### config.mk
export PLATFORM = sky130hd
export DESIGN_NAME = mcell_reg
export DESIGN_NICKNAME = d
export VERILOG_FILES = /design/src/rtl/mcell_pkg.sv /design/src/rtl/mcell_clk_gate.sv /design/src/rtl/mcell_next.sv /design/src/rtl/mcell_async.sv /design/src/rtl/mcell_reg.sv
export SDC_FILE = /design/constraint.sdc
export NUM_CORES = 1
export LEC_CHECK = 0
export BUFFER_PORTS_ARGS = -buffer_cell sky130_fd_sc_hd__buf_2
export CORE_AREA = 2 2 39 41
export CTS_BUF_LIST = sky130_fd_sc_hd__clkbuf_4 sky130_fd_sc_hd__clkbuf_8
export DETAILED_ROUTE_END_ITERATION = 16
export DIE_AREA = 0 0 41 43
export PLACE_DENSITY = 0.55
export SYNTH_ARGS = -nofsm -noshare
export SYNTH_HDL_FRONTEND = slang
export SYNTH_SLANG_ARGS = --single-unit
### constraint.sdc
create_clock -name clk -period 2.5 [get_ports clk]
set_clock_uncertainty 0.1 [all_clocks]
set_input_delay 0 -clock clk [delete_from_list [all_inputs] [get_ports clk]]
set_output_delay 0 -clock clk [all_outputs]
set_load 0.01 [all_outputs]
### src/rtl/mcell_pkg.sv
// Shared encodings for the macrocell storage cell.
// Assumes: configuration fields are decoded by casting into these types.
package mcell_pkg;

    typedef enum logic [2:0] {
        MD_D     = 3'd0,
        MD_T     = 3'd1,
        MD_JK    = 3'd2,
        MD_SR    = 3'd3,
        MD_LATCH = 3'd4
    } mode_e;

    typedef enum logic [1:0] {
        DS_XOR  = 2'd0,
        DS_PT   = 2'd1,
        DS_PIN  = 2'd2,
        DS_XOR2 = 2'd3
    } dsel_e;

    typedef enum logic [1:0] {
        AR_OFF  = 2'd0,
        AR_GLB  = 2'd1,
        AR_PT   = 2'd2,
        AR_BOTH = 2'd3
    } arsel_e;

endpackage

### src/rtl/mcell_clk_gate.sv
// Cell clock selection, edge detection and clock-enable gating.
// Produces a one-cycle update strobe in the system clock domain.
// Assumes: cell clocks are sampled signals held at least one system cycle.
module mcell_clk_gate #(
    parameter int GCLK_N = 3,
    localparam int CLK_SEL_W = $clog2(GCLK_N + 1)
) (
    input  logic                 clk,
    input  logic                 rst_n,
    input  logic [GCLK_N-1:0]    gclk,
    input  logic                 pt_clk,
    input  logic                 pt_ce,
    input  logic [CLK_SEL_W-1:0] cfg_clksel,
    input  logic                 cfg_ce_en,
    input  logic                 level_mode,
    output logic                 upd
);
    localparam logic [CLK_SEL_W-1:0] PT_SEL = CLK_SEL_W'(GCLK_N);

    logic [GCLK_N:0] clk_pool;
    logic            sel_clk;
    logic            sel_prev;
    logic            is_global;
    logic            ce_ok;

    assign clk_pool  = {pt_clk, gclk};
    assign is_global = (cfg_clksel < PT_SEL);

    // Pick the configured cell clock out of the pool.
    always_comb begin : pick_clock
        sel_clk = 1'b0;
        for (int i = 0; i <= GCLK_N; i++) begin
            if (cfg_clksel == CLK_SEL_W'(i)) sel_clk = clk_pool[i];
        end
    end

    // Remember the last sampled level of the selected clock.
    always_ff @(posedge clk) begin : track_level
        if (!rst_n) sel_prev <= 1'b0;
        else        sel_prev <= sel_clk;
    end

    // The enable only gates global clocks.
    always_comb begin : gate_enable
        ce_ok = !(is_global && cfg_ce_en && !pt_ce);
        upd   = ce_ok && (level_mode ? sel_clk : (sel_clk && !sel_prev));
    end

    AST_CE_BLOCKS: assert property (@(posedge clk) disable iff (!rst_n)
        (is_global && cfg_ce_en && !pt_ce) |-> !upd);
    AST_PT_CE_IGNORED: assert property (@(posedge clk) disable iff (!rst_n)
        (!is_global && !level_mode && pt_clk && !sel_prev) |-> upd);

endmodule

### src/rtl/mcell_next.sv
// Next-state function for the selectable storage modes.
// Assumes: din is J/S/D/T and aux is K/R; unknown mode codes act as D.
module mcell_next
    import mcell_pkg::*;
(
    input  mode_e mode,
    input  logic  q,
    input  logic  din,
    input  logic  aux,
    output logic  q_nxt
);
    // Compute the value stored on an update event.
    always_comb begin : next_state
        case (mode)
            MD_T: q_nxt = q ^ din;
            MD_JK: begin
                case ({din, aux})
                    2'b01:   q_nxt = 1'b0;
                    2'b10:   q_nxt = 1'b1;
                    2'b11:   q_nxt = ~q;
                    default: q_nxt = q;
                endcase
            end
            MD_SR: begin
                case ({din, aux})
                    2'b01:   q_nxt = 1'b0;
                    2'b10:   q_nxt = 1'b1;
                    default: q_nxt = q;
                endcase
            end
            default: q_nxt = din;
        endcase
    end

endmodule

### src/rtl/mcell_async.sv
// Source selection for the asynchronous clear and set of the cell.
// Assumes: clear priority over set is resolved by the consumer.
module mcell_async
    import mcell_pkg::*;
(
    input  arsel_e arsel,
    input  logic   ap_en,
    input  logic   gclr,
    input  logic   pt_ar,
    input  logic   pt_ap,
    output logic   ar_act,
    output logic   ap_act
);
    // Form the clear from its configured sources and gate the set.
    always_comb begin : pick_sources
        case (arsel)
            AR_GLB:  ar_act = gclr;
            AR_PT:   ar_act = pt_ar;
            AR_BOTH: ar_act = gclr | pt_ar;
            default: ar_act = 1'b0;
        endcase
        ap_act = ap_en & pt_ap;
    end

endmodule

### src/rtl/mcell_reg.sv
// Configurable macrocell storage cell: D/T/JK/SR flip-flop or latch,
// selectable data, clock, enable, clear and set sources, and independent
// registered/combinational choice for the output and buried feedback.
// Assumes: configuration is static while cell clocks toggle.
module mcell_reg
    import mcell_pkg::*;
#(
    parameter int GCLK_N = 3,
    localparam int CLK_SEL_W = $clog2(GCLK_N + 1)
) (
    input  logic                 clk,
    input  logic                 rst_n,
    input  logic [2:0]           cfg_mode,
    input  logic [1:0]           cfg_dsel,
    input  logic [CLK_SEL_W-1:0] cfg_clksel,
    input  logic                 cfg_ce_en,
    input  logic [1:0]           cfg_arsel,
    input  logic                 cfg_ap_en,
    input  logic                 cfg_out_reg,
    input  logic                 cfg_fb_reg,
    input  logic [GCLK_N-1:0]    gclk,
    input  logic                 pt_clk,
    input  logic                 pt_ce,
    input  logic                 gclr,
    input  logic                 pt_ar,
    input  logic                 pt_ap,
    input  logic                 xor_in,
    input  logic                 pt_d,
    input  logic                 pin_in,
    input  logic                 pt_aux,
    output logic                 cell_out,
    output logic                 fb_out
);
    mode_e mode;
    logic  din;
    logic  upd;
    logic  q_state;
    logic  q_nxt;
    logic  q_eff;
    logic  ar_act;
    logic  ap_act;

    assign mode = mode_e'(cfg_mode);

    // Route the configured primary data source.
    always_comb begin : pick_data
        case (dsel_e'(cfg_dsel))
            DS_PT:   din = pt_d;
            DS_PIN:  din = pin_in;
            default: din = xor_in;
        endcase
    end

    mcell_clk_gate #(.GCLK_N(GCLK_N)) u_clk (
        .clk        (clk),
        .rst_n      (rst_n),
        .gclk       (gclk),
        .pt_clk     (pt_clk),
        .pt_ce      (pt_ce),
        .cfg_clksel (cfg_clksel),
        .cfg_ce_en  (cfg_ce_en),
        .level_mode (mode == MD_LATCH),
        .upd        (upd)
    );

    mcell_next u_next (
        .mode  (mode),
        .q     (q_state),
        .din   (din),
        .aux   (pt_aux),
        .q_nxt (q_nxt)
    );

    mcell_async u_async (
        .arsel  (arsel_e'(cfg_arsel)),
        .ap_en  (cfg_ap_en),
        .gclr   (gclr),
        .pt_ar  (pt_ar),
        .pt_ap  (pt_ap),
        .ar_act (ar_act),
        .ap_act (ap_act)
    );

    // Hold the stored bit; clear beats set, both beat a clocked update.
    always_ff @(posedge clk) begin : state_reg
        if (!rst_n)      q_state <= 1'b0;
        else if (ar_act) q_state <= 1'b0;
        else if (ap_act) q_state <= 1'b1;
        else if (upd)    q_state <= q_nxt;
    end

    // Asynchronous overrides reach the outputs without waiting for a clock.
    always_comb begin : drive_outputs
        q_eff    = ar_act ? 1'b0 : (ap_act ? 1'b1 : q_state);
        cell_out = cfg_out_reg ? q_eff : xor_in;
        fb_out   = cfg_fb_reg  ? q_eff : xor_in;
    end

    AST_HOLD_NO_EVENT: assert property (@(posedge clk) disable iff (!rst_n)
        (!upd && !ar_act && !ap_act) |=> $stable(q_state));
    AST_T_TOGGLES: assert property (@(posedge clk) disable iff (!rst_n)
        (upd && mode == MD_T && din && !ar_act && !ap_act) |=> (q_state != $past(q_state)));
    AST_CLEAR_STICKS: assert property (@(posedge clk) disable iff (!rst_n)
        ar_act |=> !q_state);
    AST_CLEAR_WINS: assert property (@(posedge clk) disable iff (!rst_n)
        (ar_act && ap_act) |=> !q_state);
    AST_SET_STICKS: assert property (@(posedge clk) disable iff (!rst_n)
        (ap_act && !ar_act) |=> q_state);

endmodule

Word-level counts from Yosys, hierarchy flattened. Cells that the tools add are included.

Flip-flop bits (word level): 2. Input bits: 27. Output and inout port bits: 2. Word-level logic and storage cells: 52.

Magnitude comparators: 1. Eq/ne operators: 17. Multiplexer cells: 16. Bitwise operators: 5. Reductions and logical operators: 11.

Operators with widths (count): 2-bit equality test, second input constant (7); 1-bit two-way mux (11); 1-bit case mux with 3 select lines (3); 2-bit by 1-bit equality test with 1-bit output, second input constant (4); 3-bit by 2-bit equality test with 1-bit output, second input constant (2); 5-bit by 2-bit inequality test with 1-bit output, second input constant (1); 1-bit logical AND (4); 4-bit by 2-bit inequality test with 1-bit output, second input constant (1); 1-bit case mux with 2 select lines (2); 3-bit by 1-bit equality test with 1-bit output, second input constant (1); 3-bit equality test, second input constant (1); 1-bit logical NOT (3); 3-bit AND reduction (1); 2-bit logical NOT (1); 2-bit < comparator, second input constant (1); 1-bit inverter (2); 2-bit nonzero test (1); 2-bit OR reduction (1); 1-bit bitwise AND (1); 1-bit OR (1); 1-bit bitwise XOR (1).

Logic depth before layout (Yosys ltp).
Depth in word-level cells: 10. Mapped depth: 11. Gate-level depth less buffers: 11.

Hierarchy. A second synthesis with hierarchy kept.

Cell total of the unflattened synthesis: 36. Area, all modules: 305.3 µm².

By module, submodules not included: mcell_reg (times used 1, cells each 16, area each 133.9 µm², seq. area each 20.0 µm²); mcell_next (times used 1, cells each 11, area each 78.8 µm², seq. area each 0.0 µm²); mcell_clk_gate (times used 1, cells each 7, area each 77.6 µm², seq. area each 20.0 µm²); mcell_async (times used 1, cells each 2, area each 15.0 µm², seq. area each 0.0 µm²).

Worst setup path before layout. Ideal clock, no wire load.

Path kind: input-to-reg. From: in cfg_dsel[0]. To: reg q_state. Library setup time: 127 ps. Data arrival time: 1995 ps. Required time: 2273 ps. Path slack: 278 ps. Stages: 11. Path buffers: 0. Cells stage by stage: inv_1 > ha_1 > a221o_1 > o21ai_0 > inv_1 > ha_1 > nand2_1 > a21oi_1 > or4b_1 > a311oi_1 > a211oi_1.

Longest elaborated chain between the ends: 7. Elaborated cells between the ends (all ways): 15. Those cells by class: eq/ne (7); mux (6); bitwise (1); reduce/logical (1).

Ends and longest elaborated chain: start, declared (RTL line mcell_reg.sv:14) `input logic [1:0] cfg_dsel,`; 2-bit equality test / 2-bit by 1-bit equality test with 1-bit output (equally long branches) (RTL line mcell_reg.sv:47) `case (dsel_e'(cfg_dsel))`; 1-bit case mux with 2 select lines (*) (RTL line mcell_reg.sv:47); 2-bit equality test, or another cell as far along (RTL line mcell_next.sv:17) `case ({din, aux})`; 1-bit case mux with 3 select lines / 1-bit case mux with 2 select lines (equally long branches) (RTL line mcell_next.sv:17, mcell_next.sv:25); 1-bit case mux with 3 select lines (RTL line mcell_next.sv:14) `case (mode)`; 1-bit two-way mux (RTL line mcell_reg.sv:89) `else if (upd) q_state <= q_nxt;`; 1-bit two-way mux (RTL line mcell_reg.sv:88) `else if (ap_act) q_state <= 1'b1;`; end signal, assigned (RTL line mcell_reg.sv:89); end, declared (RTL line mcell_reg.sv:37) `logic q_state;`.

Mark *: on every way between the ends. The rest lies on a longest branch, timed or not. The select of a mux whose other input is x is not followed. A chain may end at the register's enable or synchronous reset.

Worst setup path in the final report. Same ends and word-level chain as after synthesis.

==> results.yml <==
die:
  io_pins: 29
  core_sq_mm: 0.00138
  die_h_um: 43
  num_rows: 14
  initial_core_util_pct: 23.4
  die_x_um: 41
  die_area_sq_mm: 0.00176
grt:
  grt_pass1_vias: 401
  grt_pass1_wl_um: 1410
  track_usage_pct: 12.6
  grt_max_degree: 6
  overflow: 0
  antenna_found_initial: 0
pwr:
  ir_drop_uv: 142
  cellPowerDensity_mw_per_mm2: 354
  clockPowerShare_pct: 39.5
  switching_share_pct: 30.1
  p_seq_share_pct: 18.9
  internal-power_uw: 135
  power.switching_uw: 58.0
  comb_power_share_pct: 41.6
  power_leakage_uw: 0.000297
detailed_routing:
  num_vias: 418
  drcViolationCount: 0
  drtIter0Drc: 3
  wirelength_um: 847
  viasPerCell: 4.59
  wl_per_cell_um: 9.31
  antenna_left: 0
  first_pass_iters: 2
placed_design:
  hpwl_um: 726
  gp_congestion: 0.711
  place_inst: 85
  place.port_buffers: 28
sta:
  fmax_ghz: 0.470
  hold_viol: 0
  setup_tns_ns: 0
  setup_viol: 0
  slew_viol_final: 0
  fin_crit_ns: 2.13
  fin_crit_sh_pct: 85.2
  maxSlewHeadroom_pct: 83.7
  worstMarginPinSlew_ns: 0.243
  rsz0062_at_grt: "false"
yosys:
  syn_nets: 72
  ys_ff_latch: 2
  yosysTopAreaCell: "ha_1"
  netlist_area_sq_um: 324
  synth_cells: 40
  synth-seq-area-share_pct: 12.4
  synth_cell_type_count: 21
  ys_warn_count: 0
  ys_top_cells_by_area: "ha_1 (19%), dfxtp_1 (12%), mux4_1 (8.1%)"
  syn_area_per_cell_sq_um: 8.10
  netlist.area_leader.share_pct: 19.3
setup_path:
  setup.worst_path.start: "cfg_dsel[0]"
  cp-end-kind: "flip-flop"
  critical_path_peak_fanout: 2
  cp.arrival_ns: 2.14
  r2r_slack_ns: 1.07
  critPathSlowestCell: "or4b_1"
  critPathKind: "in2reg"
  worstReg2RegStart: "u_clk.sel_prev"
  regToRegEndpoint: "q_state"
  start_kind: "primary input"
  path_cells: "buf_2 -> inv_1 -> ha_1 -> a221o_1 -> o21ai_0 -> inv_1 -> ha_1 -> nand2_1 -> a21oi_1 -> or4b_1 -> a311oi_1 -> a211oi_1"
  cp_slowest_stage_delay_ns: 0.52
  required_ns: 2.51
  worst-r2r-cell-count: 4
cts:
  root_buffer: "clkbuf_4"
  cts_tree: "yes"
  htreeDepth: 1
  cts_hold_buf: 3
  cts_max_path_buffers: 2
  clk_pin_slew_ns: 0.03
  post_cts_resize_count: 0
  cts_sinks: 2
  cts_made_buffers: 3
  clk-insertion-delay-late_ns: 0.23
  postCtsSetupRepairBufs: 0
layout:
  final_nets: 109
  multi_input_area_sq_um: 262
  antenna_cells: 0
  regArea_sq_um: 40.0
  fillers: 152
  post_route_cells_drive_above_1_share_pct: 46.7
  final-instance-count-excl-fill: 91
  area_delta_synth_final_pct: 68.0
worst_hold_path:
  hp-class: "in2reg"
  holdPathEnd: "q_state"
  hold_depth: 3
  min_from: "pt_ap"
status:
  status: "complete, no violations"
run:
  drv_cap: 0
==> sequential cells by signal (all words and copies together) (netlist names) <==
| register | flops |
|---|---|
| u_clk.sel_prev | 1 |
| q_state | 1 |
==> layout by cell type (no fill, tap or decap) <==
master / instances
inv_1: 6
mux2_2: 2
a221o_1: 1
a311oi_1: 1
dfxtp_1: 2
ha_1: 5
buf_4: 1
or4b_1: 1
nor2b_1: 1
or4_1: 1
dlygate4sd3_1: 3
buf_2: 28
nor2_1: 4
o221ai_1: 1
a211oi_1: 2
clkbuf_4: 3
nand2b_1: 1
nand2_1: 3
o21ai_0: 1
a22oi_1: 1
mux4_1: 1
and2_2: 1
a21oi_1: 3
a21boi_0: 1
xnor2_1: 1
==> worst max-delay path by stage <==
stage	to	slack (ns)	depth (start not counted)
floorplan	q_state	0.28	11
global placement	q_state	0.20	12
detailed placement	q_state	0.15	12
CTS	q_state	0.39	12
global route	q_state	0.25	12
finish	q_state	0.37	12
==> worst max-delay path: cells and delay by family <==
| family | cells | cell delay [ns] |
|---|---|---|
| and+or+nand+nor | 2 | 0.59 |
| buffers and inverters | 3 | 0.22 |
| adders and majority gates | 2 | 0.58 |
| AOI/OAI and AO/OA | 5 | 0.75 |
==> power groups by stage <==
stage / clock [uW] / sequential, uW / combinational (uW)
global placement: 0 / 37.0 / 75.3
CTS: 78.8 / 36.6 / 81.4
detailed placement: 0 / 37.0 / 76.9
floorplan: 0 / 36.5 / 40.5
finish: 76.2 / 36.5 / 80.2
global route: 84.6 / 36.8 / 90.2
==> metrics by stage <==
step / setup WS [ns] / area (sq um) / util, % / power, uW / hold slack (ns)
after detailed placement: 0.148 / 492 / 35.5 / 114 / 0.135
after floorplan: 0.278 / 324 / - / 77.0 / 0.0205
final: 0.370 / 544 / 39.3 / 193 / 0.0700
after global placement: 0.198 / 492 / 35.5 / 112 / 0.134
after global routing: 0.245 / 544 / 39.3 / 212 / 0.0887
after CTS: 0.388 / 544 / 39.3 / 197 / 0.0705
==> synthesized netlist by cell type <==
master and number:
a211oi_1 2, a21boi_0 1, a21oi_1 3, a221o_1 1, a22oi_1 1, a311oi_1 1
and2_2 1, dfxtp_1 2, ha_1 5, inv_1 6, mux2_2 2, mux4_1 1
nand2_1 3, nand2b_1 1, nor2_1 4, nor2b_1 1, o21ai_0 1, o221ai_1 1
or4_1 1, or4b_1 1, xnor2_1 1
==> kinds of logic after synthesis <==
kind of cell             Yosys count  synth area share [%]
XOR/XNOR                           1                  2.70
adder cells (fa/ha/maj)            5                  19.3
AND/OR/NAND/NOR                   12                  19.7
multiplexers                       3                  15.1
AO/OA/AOI/OAI                     11                  23.9
flip-flops                         2                  12.4
buffers and inverters              6                  6.95
==> cell type report <==
cell class	count	area share, %
Inverter	6	4.14
Timing Repair Buffer	32	32.6
Multi-Input combinational cell	32	48.0
Clock buffer	3	4.14
Tap cell	16	3.68
Sequential cell	2	7.36
==> metal layers <==
layer	vias up	wire, um	global-route usage [%]
met5	-	0	0
met3	2	80	7.85
met2	19	441	19.7
met1	180	309	11.3
li1	217	-	-
met4	0	15	8.00
(Power assumes the default switching activity.)
